[src/rtl/acc_alu_pkg.sv]
package acc_alu_pkg;

   typedef enum logic [1:0] {
      OP_ADD = 2'd0,
      OP_SUB = 2'd1,
      OP_CMP = 2'd2,
      OP_BIT = 2'd3
   } alu_op_e;

   // bit 3..0 = N, V, Z, C
   typedef struct packed {
      logic n;
      logic v;
      logic z;
      logic c;
   } flags_t;

   localparam logic [3:0] WE_ALL = 4'b1111;
   localparam logic [3:0] WE_CMP = 4'b1011;
   localparam logic [3:0] WE_BIT = 4'b1110;

endpackage

[src/rtl/acc_alu_add.sv]
module acc_alu_add
   import acc_alu_pkg::*;
#(
   parameter int W      = 8,
   parameter bit DEC_EN = 1'b1
) (
   input  logic [W-1:0] a_i,
   input  logic [W-1:0] m_i,
   input  logic         c_i,
   input  logic         dec_i,
   output logic [W-1:0] sum_o,
   output flags_t       fl_o
);

   logic [W:0] bin;
   logic       bin_v;

   always_comb begin
      bin   = {1'b0, a_i} + {1'b0, m_i} + {{W{1'b0}}, c_i};
      bin_v = ~(a_i[W-1] ^ m_i[W-1]) & (a_i[W-1] ^ bin[W-1]);

      add_carry_order_chk: assert (bin[W] ? (bin[W-1:0] <= a_i) : (bin[W-1:0] >= a_i))
         else $error("add carry inconsistent with result ordering");
   end

   generate
      if (DEC_EN) begin : g_bcd
         logic [5:0] lo;
         logic       lo_cy;
         logic [9:0] mid;
         logic [9:0] fin;
         logic       ops_bcd;

         always_comb begin
            lo = {2'b0, a_i[3:0]} + {2'b0, m_i[3:0]} + {5'b0, c_i};
            if (lo > 6'd9) lo = lo + 6'd6;
            lo_cy = (lo > 6'd15);
            mid = {2'b0, a_i[7:4], 4'b0} + {2'b0, m_i[7:4], 4'b0}
                + {5'b0, lo_cy, 4'b0} + {6'b0, lo[3:0]};
            fin = (mid > 10'h09F) ? (mid + 10'h060) : mid;
            ops_bcd = (a_i[3:0] <= 4'd9) && (a_i[7:4] <= 4'd9)
                   && (m_i[3:0] <= 4'd9) && (m_i[7:4] <= 4'd9);

            bcd_sum_digit_chk: assert (!ops_bcd || ((fin[3:0] <= 4'd9) && (fin[7:4] <= 4'd9)))
               else $error("decimal sum digit out of range");
         end

         always_comb begin
            fl_o.z = (bin[W-1:0] == '0);
            if (dec_i) begin
               sum_o  = fin[7:0];
               fl_o.c = (fin > 10'h0FF);
               fl_o.n = mid[7];
               fl_o.v = ~(a_i[7] ^ m_i[7]) & (a_i[7] ^ mid[7]);
            end else begin
               sum_o  = bin[W-1:0];
               fl_o.c = bin[W];
               fl_o.n = bin[W-1];
               fl_o.v = bin_v;
            end
         end
      end else begin : g_bin
         logic unused_dec;
         always_comb begin
            unused_dec = dec_i;
            sum_o  = bin[W-1:0];
            fl_o.z = (bin[W-1:0] == '0);
            fl_o.c = bin[W];
            fl_o.n = bin[W-1];
            fl_o.v = bin_v;
         end
      end
   endgenerate

endmodule

[src/rtl/acc_alu_sub.sv]
module acc_alu_sub
   import acc_alu_pkg::*;
#(
   parameter int W      = 8,
   parameter bit DEC_EN = 1'b1
) (
   input  logic [W-1:0] a_i,
   input  logic [W-1:0] m_i,
   input  logic         c_i,
   input  logic         dec_i,
   output logic [W-1:0] diff_o,
   output flags_t       fl_o
);

   logic [W-1:0] m_inv;
   logic [W:0]   bin;

   always_comb begin
      m_inv = ~m_i;
      bin   = {1'b0, a_i} + {1'b0, m_inv} + {{W{1'b0}}, c_i};
      fl_o.c = bin[W];
      fl_o.z = (bin[W-1:0] == '0);
      fl_o.n = bin[W-1];
      fl_o.v = ~(a_i[W-1] ^ m_inv[W-1]) & (a_i[W-1] ^ bin[W-1]);

      sub_borrow_order_chk: assert (!bin[W] || (bin[W-1:0] <= a_i))
         else $error("subtract without borrow exceeded minuend");
   end

   generate
      if (DEC_EN) begin : g_bcd
         logic [9:0] lo;
         logic [9:0] hi;
         logic       ops_bcd;

         always_comb begin
            lo = {6'b0, a_i[3:0]} - {6'b0, m_i[3:0]} - {9'b0, ~c_i};
            if (lo[9]) lo = ((lo - 10'd6) & 10'h00F) - 10'h010;
            hi = {2'b0, a_i[7:4], 4'b0} - {2'b0, m_i[7:4], 4'b0} + lo;
            if (hi[9]) hi = hi - 10'h060;
            ops_bcd = (a_i[3:0] <= 4'd9) && (a_i[7:4] <= 4'd9)
                   && (m_i[3:0] <= 4'd9) && (m_i[7:4] <= 4'd9);

            bcd_diff_digit_chk: assert (!ops_bcd || ((hi[3:0] <= 4'd9) && (hi[7:4] <= 4'd9)))
               else $error("decimal difference digit out of range");
         end

         always_comb diff_o = dec_i ? hi[7:0] : bin[W-1:0];
      end else begin : g_bin
         logic unused_dec;
         always_comb begin
            unused_dec = dec_i;
            diff_o = bin[W-1:0];
         end
      end
   endgenerate

endmodule

[src/rtl/acc_alu_cmp.sv]
module acc_alu_cmp
   import acc_alu_pkg::*;
#(
   parameter int W = 8
) (
   input  logic [W-1:0] r_i,
   input  logic [W-1:0] m_i,
   output flags_t       fl_o
);

   logic [W:0] d;

   always_comb begin
      d = {1'b0, r_i} - {1'b0, m_i};
      fl_o.c = ~d[W];
      fl_o.z = (d[W-1:0] == '0);
      fl_o.n = d[W-1];
      fl_o.v = 1'b0;

      cmp_equal_implies_ge_chk: assert (!fl_o.z || fl_o.c)
         else $error("compare equal without carry");
   end

endmodule

[src/rtl/acc_alu_bit.sv]
module acc_alu_bit
   import acc_alu_pkg::*;
#(
   parameter int W = 8
) (
   input  logic [W-1:0] a_i,
   input  logic [W-1:0] m_i,
   output flags_t       fl_o
);

   always_comb begin
      fl_o.n = m_i[W-1];
      fl_o.v = m_i[W-2];
      fl_o.z = ((a_i & m_i) == '0);
      fl_o.c = 1'b0;

      bit_zero_top_chk: assert (!fl_o.z || !(a_i[W-1] && fl_o.n))
         else $error("bit-test zero with shared top bit");
   end

endmodule

[src/rtl/acc_alu.sv]
module acc_alu
   import acc_alu_pkg::*;
#(
   parameter int W      = 8,
   parameter bit DEC_EN = 1'b1
) (
   input  logic [1:0]   op_sel,
   input  logic [W-1:0] acc_in,
   input  logic [W-1:0] opnd_in,
   input  logic [W-1:0] cmp_reg_in,
   input  logic [3:0]   status_in,
   input  logic         decimal_in,
   output logic [W-1:0] result_out,
   output logic         result_we,
   output logic [3:0]   status_out,
   output logic [3:0]   status_we
);

   localparam int NFLAG = 4;

   generate
      if (W < 4 || (W % 4) != 0) begin : g_bad_width
         $error("acc_alu: W must be a multiple of 4 and at least 4");
      end
      if (DEC_EN && W != 8) begin : g_bad_dec
         $error("acc_alu: decimal mode requires W == 8");
      end
   endgenerate

   logic [W-1:0] add_res, sub_res;
   flags_t       add_fl, sub_fl, cmp_fl, bit_fl;
   flags_t       cur_fl;
   alu_op_e      op;

   acc_alu_add #(.W(W), .DEC_EN(DEC_EN)) u_add (
      .a_i(acc_in), .m_i(opnd_in), .c_i(status_in[0]), .dec_i(decimal_in),
      .sum_o(add_res), .fl_o(add_fl));

   acc_alu_sub #(.W(W), .DEC_EN(DEC_EN)) u_sub (
      .a_i(acc_in), .m_i(opnd_in), .c_i(status_in[0]), .dec_i(decimal_in),
      .diff_o(sub_res), .fl_o(sub_fl));

   acc_alu_cmp #(.W(W)) u_cmp (
      .r_i(cmp_reg_in), .m_i(opnd_in), .fl_o(cmp_fl));

   acc_alu_bit #(.W(W)) u_bit (
      .a_i(acc_in), .m_i(opnd_in), .fl_o(bit_fl));

   always_comb begin
      op = alu_op_e'(op_sel);
      unique case (op)
         OP_ADD:  begin cur_fl = add_fl; status_we = WE_ALL; result_we = 1'b1; result_out = add_res; end
         OP_SUB:  begin cur_fl = sub_fl; status_we = WE_ALL; result_we = 1'b1; result_out = sub_res; end
         OP_CMP:  begin cur_fl = cmp_fl; status_we = WE_CMP; result_we = 1'b0; result_out = acc_in;  end
         default: begin cur_fl = bit_fl; status_we = WE_BIT; result_we = 1'b0; result_out = acc_in;  end
      endcase
      for (int i = 0; i < NFLAG; i++)
         status_out[i] = status_we[i] ? cur_fl[i] : status_in[i];

      mask_coverage_chk: assert ($countones(status_we) >= 3 && (!result_we || status_we == WE_ALL))
         else $error("update mask malformed");
   end

endmodule

[config.mk]
export PLATFORM = sky130hd
export DESIGN_NAME = acc_alu
export DESIGN_NICKNAME = d
export VERILOG_FILES = /design/src/rtl/acc_alu_pkg.sv /design/src/rtl/acc_alu_add.sv /design/src/rtl/acc_alu_sub.sv /design/src/rtl/acc_alu_cmp.sv /design/src/rtl/acc_alu_bit.sv /design/src/rtl/acc_alu.sv
export SDC_FILE = /design/constraint.sdc
export NUM_CORES = 1
export LEC_CHECK = 0
export ABC_AREA = 1
export BUFFER_PORTS_ARGS = -buffer_cell sky130_fd_sc_hd__buf_2
export CAP_MARGIN = 20
export CORE_MARGIN = 2
export CORE_UTILIZATION = 45
export DETAILED_ROUTE_END_ITERATION = 7
export PLACE_DENSITY = 0.68
export RECOVER_POWER = 25
export REMOVE_ABC_BUFFERS = 1
export SLEW_MARGIN = 10
export SYNTH_ARGS = -nofsm -noshare
export SYNTH_HDL_FRONTEND = slang
export SYNTH_SLANG_ARGS = --single-unit
export TNS_END_PERCENT = 20
[constraint.sdc]
create_clock -name vclk -period 12.9
set_clock_uncertainty 0.15 [all_clocks]
set_input_delay 1.935 -clock vclk [all_inputs]
set_output_delay 1.935 -clock vclk [all_outputs]
set_load 0.01 [all_outputs]
==> impl_metrics.csv, run 1 <==
group,metric,value,unit
status,status,"finished, final reports clean",
timing,finalHoldViolations,0,
timing,worstMarginPinSlew,0.548,ns
timing,fin_crit,7.69,ns
cells_and_area,antenna_cells,0,
route,ant_nets,0,
route,drtIter0Drc,206,
floorplanning,initial_core_util,0.465,
floorplanning,core_area,5920,sq um
synthesis,synth_most_common_cell,"nand2_1",
cells_and_area,n_fill_cell,624,
worst_setup_path,path_class,"in -> out",
placement,dp_cells,565,
clocking,cts-resized-gates,0,
global_routing,grt_use_total,0.228,
cells_and_area,drive_above_1_share,0.149,
worst_setup_path,worstPathArrival,5.61,ns
floorplanning,dieArea,6760,sq um
placement,gp_congestion,0.901,
worst_setup_path,crit_family,"simple AND/OR/NAND/NOR gates",
global_routing,grt_pass1_wl,12300,microns
pwr,peakVddDrop,29.2,uV
route,route.vias.total,3020,
worst_setup_path,cp-end-kind,"output pin",
synthesis,ys_top_cells_by_area,"ha_1, nand2_1, inv_1, nand3_1, fa_1",
floorplanning,die_h,82.2,microns
route,wl_per_cell,13.4,microns
global_routing,antenna_found_initial,0,
floorplanning,rows,28,
worst_setup_path,worstPathRequired,10.81,ns
placement,dp_hpwl,6480,microns
cells_and_area,n_sequential_cell,0,
timing,post-route-period-util,0.596,
synthesis,synth_area,2750,sq um
timing,setup-violations-final,0,
synthesis,yosysWarnings,0,
timing,slew_headroom,0.635,
worst_setup_path,cp_max_fo,11,
min_path,hp-start,"opnd_in[7]",
cells_and_area,finalNetCount,574,
cells_and_area,syn2layout_area_growth,8.91,%
cells_and_area,regArea,0,sq um
flow_run,cap_violations,0,
global_routing,grt_max_degree,21,
cells_and_area,stdcell_area,3000,sq um
worst_setup_path,cp-start-kind,"input port",
global_routing,grt_pass1_vias,2688,
timing,timing.fmax,0.130,GHz
synthesis,avgSynthCellArea,6.05,sq um
pwr,power_density,70.5,nW/um^2
timing,timing.hold.ws,4.06,ns
worst_setup_path,cp.buffers_inverters,5,
synthesis,synthDistinctLibCells,44,
placement,dpl_cell_area,3000,sq um
worst_setup_path,slowest_stage,"ha_1",
timing,tns,0,ns
clocking,cts_setup_buffers,0,
worst_setup_path,max_stage_delay,0.55,ns
min_path,min_to,"status_out[3]",
synthesis,synth_top_cells_by_count,"nand2_1, inv_1, nand3_1",
floorplanning,io_pins,48,
synthesis,synth_seq_area_share,0,
timing,rsz0062_at_grt,"no",
worst_setup_path,crit_start,"opnd_in[2]",
route,drtPass1Iterations,5,
synthesis,synth_top_cell_area_share,0.191,
pwr,p_leak,1.70,nW
min_path,holdPathStages,4,
route,drc,0,
cells_and_area,clockBufferCount,0,
synthesis,netlist_instances,455,
cells_and_area,fin_cells,565,
route,via_per_inst,5.35,
clocking,ctsHoldBuffers,0,
floorplanning,die_w,82.2,microns
synthesis,synth_area_leader_cell,"ha_1",
worst_setup_path,path_cells,"buf_2 > inv_1 > ha_1 > inv_1 > a21oi_2 > nand3_1 > nand2_1 > nor2_2 > inv_1 > nand2_1 > o311ai_0 > ha_1 > ha_1 > xor2_1 > nand2_1 > nand3_2 > nand3_2 > nand2_1 > nand3_1 > nand2_1 > nand3_1 > buf_2",
min_path,hold_class,"in -> out",
placement,io_buffers,44,
worst_setup_path,crit_top_cell,"nand2_1",
global_routing,grt.overflow.total,0,
timing,slew_violations,0,
route,wirelength,7550,microns
how the worst max path moves through the flow:
stage,endpoint,slack [ns],depth (start not counted)
after global routing,result_out[6],4.82,22
after CTS,result_out[6],5.17,22
after global placement,result_out[6],5.18,22
final,result_out[6],5.21,22
after floorplan,result_out[7],5.79,21
after detailed placement,result_out[6],5.18,22
cell usage in the layout, fill, tap and decap left out, types with 2 or more instances in the layout:
master / n
a21oi_1: 17
a21oi_2: 5
a31oi_1: 2
buf_2: 41
clkbuf_1: 3
conb_1: 2
fa_1: 9
ha_1: 42
inv_1: 69
inv_2: 2
nand2_1: 128
nand2_2: 3
nand2_4: 2
nand3_1: 48
nand3_2: 6
nand3b_1: 7
nand4_1: 14
nor2_1: 23
nor2_2: 3
nor4_1: 2
o21ai_0: 17
o21ai_1: 3
o221ai_1: 2
or2_2: 3
xnor2_1: 9
xor2_1: 13
power by group:
| part | switching, mW | total (mW) | internal, mW |
|---|---|---|---|
| Clock | 0 | 0 | 0 |
| Combinational | 0.130 | 0.211 | 0.0809 |
| Sequential | 0 | 0 | 0 |
| Total | 0.130 | 0.211 | 0.0809 |
routing by layer:
layer,part of all wire,global-route usage,vias up
li1,-,-,1560
met1,0.48,0.336,1356
met2,0.45,0.379,95
met3,0.063,0.00978,9
met4,0.010,0.0200,0
met5,0,0,-
cell families after synthesis:
logic type	after synthesis	share of synthesized area
compound gates	56	0.131
xor+xnor	23	0.0759
fa+ha+maj	51	0.256
buf+inv	82	0.124
other cells	1	0.00136
simple gates	242	0.411
area by class of cell:
class	instances	area, sq um	share of cell area
multi-input cells	374	2420	0.806
inverters	72	273	0.0909
repair buffers	44	216	0.0722
well taps	75	93.8	0.0313
per-stage QoR:
stage | total power [mW] | setup WS, ns | util
6_report | 0.211 | 5.21 | 0.507
4_1_cts | 0.211 | 5.17 | 0.507
3_5_place_dp | 0.210 | 5.18 | 0.507
5_1_grt | 0.242 | 4.82 | 0.507
2_1_floorplan | 0.160 | 5.79 | -
3_3_place_gp | 0.205 | 5.18 | 0.507
tightest hold or removal path: stages:
cell	delay, ns
buf_2	0.10
nand2_1	0.05
o2111ai_1	0.06
buf_2	0.13
Power figures use the tool's default switching activity.
==> run 2: changes to the inputs <==
==> constraint.sdc (replaced) <==
create_clock -name vclk -period 7.9
set_clock_uncertainty 0.15 [all_clocks]
set_input_delay 1.185 -clock vclk [all_inputs]
set_output_delay 1.185 -clock vclk [all_outputs]
set_load 0.01 [all_outputs]
==> run 2 against run 1 <==
  * Total power grew 63%
  * Global-route usage grew 0.63 points
  * Worst hold slack lost 1.5 ns
  * Worst setup slack lost 3.6 ns
  * First-iteration DRC count shrank 17%
  * Combinational power grew 64%
  * Sequential share of layout area is the same
  * Count of clock-buffer cells in the layout is the same
  * Critical path type unchanged
  * Critical endpoint unchanged
  * Largest cell class unchanged
==> impl_metrics.csv, run 2 (synthesized netlist as in run 1, its figures left out) <==
group,metric,value,unit
cells_and_area,drive_above_1_share,0.149,
timing,fin_crit,6.29,ns
pwr,combPwrFrac,1.000,
cells_and_area,syn2layout_area_growth,8.91,%
timing,worstMarginPinSlew,0.546,ns
global_routing,grt_use_total,0.234,
pwr,p_int,0.132,mW
timing,tns,0,ns
cells_and_area,regArea,0,sq um
placement,dp_hpwl,6600,microns
route,drc,0,
route,wl_per_cell,13.5,microns
cells_and_area,finalNetCount,574,
pwr,clockPowerShare,0,
min_path,hold_class,"in -> out",
pwr,power_density,115,nW/um^2
placement,io_buffers,44,
timing,rsz0062_at_grt,"no",
flow_run,cap_violations,0,
pwr,p_seq_frac,0,
floorplanning,die_h,82.2,microns
floorplanning,io_pins,48,
timing,layout_setup_ws,1.61,ns
route,wirelength,7640,microns
global_routing,grt_pass1_wl,12600,microns
worst_setup_path,path_class,"in -> out",
cells_and_area,antenna_cells,0,
worst_setup_path,cp_max_fo,11,
clocking,cts_setup_buffers,0,
worst_setup_path,cp.buffers_inverters,5,
placement,dpl_cell_area,3000,sq um
worst_setup_path,worstPathArrival,4.96,ns
floorplanning,initial_core_util,0.465,
global_routing,grt.overflow.total,0,
worst_setup_path,worstPathRequired,6.57,ns
worst_setup_path,max_stage_delay,0.57,ns
pwr,power.total,0.345,mW
cells_and_area,layout_common_cells,"nand2_1, inv_1, nand3_1, ha_1, buf_2",
worst_setup_path,path_cells,"buf_2 > inv_1 > ha_1 > inv_1 > a21oi_2 > nand3_1 > nand2_1 > nor2_2 > inv_1 > nand2_1 > o311ai_0 > ha_1 > ha_1 > xor2_1 > nand2_1 > nand3_2 > nand3_2 > nand2_1 > nand3_1 > nand2_1 > nand3_1 > buf_2",
cells_and_area,final_common_cell,"nand2_1",
timing,timing.hold.ws,2.57,ns
worst_setup_path,cp-start-kind,"input port",
floorplanning,die_w,82.2,microns
pwr,p_leak,1.70,nW
worst_setup_path,crit_family,"simple AND/OR/NAND/NOR gates",
status,status,"finished, final reports clean",
floorplanning,rows,28,
global_routing,antenna_found_initial,0,
pwr,switching_share,0.619,
global_routing,grt_max_degree,21,
route,drtPass1Iterations,4,
route,drtIter0Drc,170,
clocking,cts-resized-gates,0,
worst_setup_path,cp-end-kind,"output pin",
cells_and_area,clockBufferCount,0,
floorplanning,dieArea,6760,sq um
placement,gp_congestion,0.893,
pwr,p_sw,0.213,mW
route,route.vias.total,2959,
floorplanning,core_area,5920,sq um
cells_and_area,n_sequential_cell,0,
timing,timing.fmax,0.159,GHz
global_routing,grt_pass1_vias,2776,
route,ant_nets,0,
route,via_per_inst,5.24,
clocking,ctsHoldBuffers,0,
timing,slew_violations,0,
worst_setup_path,crit_top_cell,"nand2_1",
cells_and_area,stdcell_area,3000,sq um
worst_setup_path,slowest_stage,"ha_1",
placement,post-place-ws,1.63,ns
timing,post-route-period-util,0.796,
timing,finalHoldViolations,0,
timing,slew_headroom,0.636,
pwr,peakVddDrop,51.4,uV
timing,setup-violations-final,0,
## run 2: cell counts in the layout (fill, tap and decap cells not counted)
Identical to the previous run, type by type.
## run 2: final timing paths
path | start | to | slack, ns | cells after the start
hold / removal | opnd_in[7] | status_out[3] | 2.57 | 4
setup / recovery | opnd_in[2] | result_out[6] | 1.61 | 22
## run 2: power by group through the flow
stage	Combinational (mW)	Sequential [mW]	Clock, mW
floorplan	0.262	0	0
CTS	0.345	0	0
global placement	0.334	0	0
detailed placement	0.343	0	0
global route	0.393	0	0
finish	0.345	0	0
## run 2: stage by stage
step,utilization,instances
after floorplan,-,446
after global placement,0.507,565
after detailed placement,0.507,565
after CTS,0.507,565
after global routing,0.507,565
final,0.507,565
## run 2: final cells by class
cell class,count,area [sq um]
multi-input cells,374,2420
well taps,75,93.8
inverters,72,273
fillers,658,2920
repair buffers,44,216
## run 2: routing by layer
metal / share of wire / global-route usage
met5: 0 / 0
met3: 0.065 / 0.00978
met4: 0.0089 / 0.0250
met1: 0.47 / 0.330
met2: 0.46 / 0.406
==> run 3: changes to the inputs <==
==> constraint.sdc (replaced) <==
create_clock -name vclk -period 5.92
set_clock_uncertainty 0.15 [all_clocks]
set_input_delay 0.888 -clock vclk [all_inputs]
set_output_delay 0.888 -clock vclk [all_outputs]
set_load 0.01 [all_outputs]
==> run 3 against run 2 <==
  * Non-clock buffer count rose by 1
  * Highest routed layer unchanged
  * Largest cell class unchanged
  * Die area unchanged
  * Critical path type unchanged
  * Global-route usage up 0.52 points
  * Critical path depth decreased by 1
  * Via count is 2.7% higher
==> impl_metrics.csv, run 3 (synthesized netlist as in run 1, its figures left out) <==
group,metric,value,unit
cells_and_area,clockBufferCount,0,
floorplanning,die_h,82.2,microns
route,via_per_inst,5.37,
global_routing,grt_max_degree,21,
cells_and_area,fin_util,0.508,
floorplanning,dieArea,6760,sq um
cells_and_area,layout_common_cells,"nand2_1, inv_1, nand3_1, ha_1, buf_2",
timing,worstMarginPinSlew,0.590,ns
clocking,cts_setup_buffers,0,
route,drtPass1Iterations,5,
cells_and_area,finalNetCount,575,
timing,fin_crit,5.59,ns
global_routing,grt_pass1_wl,12900,microns
floorplanning,core_area,5920,sq um
cells_and_area,n_sequential_cell,0,
cells_and_area,drive_above_1_share,0.151,
floorplanning,io_pins,48,
worst_setup_path,cp-start-kind,"input port",
worst_setup_path,worstPathArrival,4.55,ns
timing,slew_headroom,0.607,
placement,dp_hpwl,6600,microns
timing,tns,0,ns
placement,io_buffers,44,
worst_setup_path,path_class,"in -> out",
placement,post-place-ws,0.403,ns
global_routing,grt_pass1_vias,2800,
cells_and_area,fin_cells,566,
timing,setup-violations-final,0,
route,wl_per_cell,13.6,microns
timing,finalHoldViolations,0,
timing,layout_setup_ws,0.333,ns
global_routing,antenna_found_initial,0,
route,ant_nets,0,
min_path,holdPathStages,4,
timing,slew_violations,0,
placement,gp_congestion,0.913,
floorplanning,rows,28,
clocking,cts-resized-gates,0,
timing,rsz0062_at_grt,"no",
cells_and_area,final_common_cell,"nand2_1",
worst_setup_path,worstPathRequired,4.88,ns
status,status,"finished, final reports clean",
route,drtIter0Drc,232,
pwr,peakVddDrop,71.9,uV
clocking,ctsHoldBuffers,0,
min_path,hp-start,"opnd_in[7]",
cells_and_area,syn2layout_area_growth,9.18,%
global_routing,grt.overflow.total,0,
timing,timing.fmax,0.179,GHz
route,route.vias.total,3040,
worst_setup_path,cp-end-kind,"output pin",
route,wirelength,7700,microns
flow_run,cap_violations,0,
min_path,min_to,"status_out[3]",
min_path,hold_class,"in -> out",
route,drc,0,
timing,post-route-period-util,0.944,
floorplanning,initial_core_util,0.465,
worst_setup_path,cp_max_fo,5,
cells_and_area,regArea,0,sq um
placement,dp_cells,566,
cells_and_area,antenna_cells,0,
global_routing,grt_use_total,0.239,
floorplanning,die_w,82.2,microns
cells_and_area,n_fill_cell,615,
pwr,power_density,154,nW/um^2
pwr,p_leak,1.70,nW
## run 3: worst max-delay path, stage by stage
cell	delay [ns]
buf_2	0.14
ha_1	0.23
fa_1	0.48
ha_1	0.20
inv_1	0.07
nor2_1	0.06
inv_1	0.05
nand2_1	0.09
ha_1	0.24
o311ai_0	0.55
ha_1	0.30
ha_1	0.19
xor2_1	0.25
nand2_1	0.11
nand3_2	0.13
nand3_2	0.12
nand2_1	0.08
nand3_1	0.07
nand2_1	0.08
nand3_1	0.08
buf_2	0.14
## run 3: metal layers
layer | part of all wire | up-vias | track usage
met5 | 0 | - | 0
met4 | 0.0087 | 0 | 0.0200
met3 | 0.064 | 6 | 0.00652
met2 | 0.46 | 100 | 0.409
met1 | 0.47 | 1376 | 0.347
li1 | - | 1558 | -
## run 3: how the worst max path moves through the flow
| stage | slack, ns | cells after the start | to | from |
|---|---|---|---|---|
| after floorplan | 0.90 | 21 | result_out[7] | acc_in[0] |
| after global placement | 0.45 | 23 | result_out[7] | acc_in[0] |
| final | 0.33 | 21 | result_out[6] | opnd_in[0] |
| after CTS | 0.39 | 23 | result_out[7] | acc_in[0] |
| after detailed placement | 0.40 | 23 | result_out[7] | acc_in[0] |
| after global routing | 0.03 | 23 | result_out[7] | acc_in[0] |
## run 3: area by class of cell
| type | count | area [sq um] | area share |
|---|---|---|---|
| well taps | 75 | 93.8 | 0.0312 |
| repair buffers | 45 | 224 | 0.0745 |
| multi-input cells | 374 | 2420 | 0.804 |
| inverters | 72 | 273 | 0.0907 |
## run 3: through the flow
stage / hold WS, ns / power [mW] / instance area, sq um
finish: 1.97 / 0.463 / 3010
global route: 2.02 / 0.530 / 3010
CTS: 1.98 / 0.461 / 3010
detailed placement: 1.98 / 0.459 / 3010
global placement: 1.97 / 0.447 / 3010
floorplan: 1.70 / 0.349 / 2690
## run 3: power by group
group	switching (mW)	internal (mW)	total (mW)
sequential	0	0	0
clock	0	0	0
combinational	0.287	0.176	0.463
total	0.287	0.176	0.463
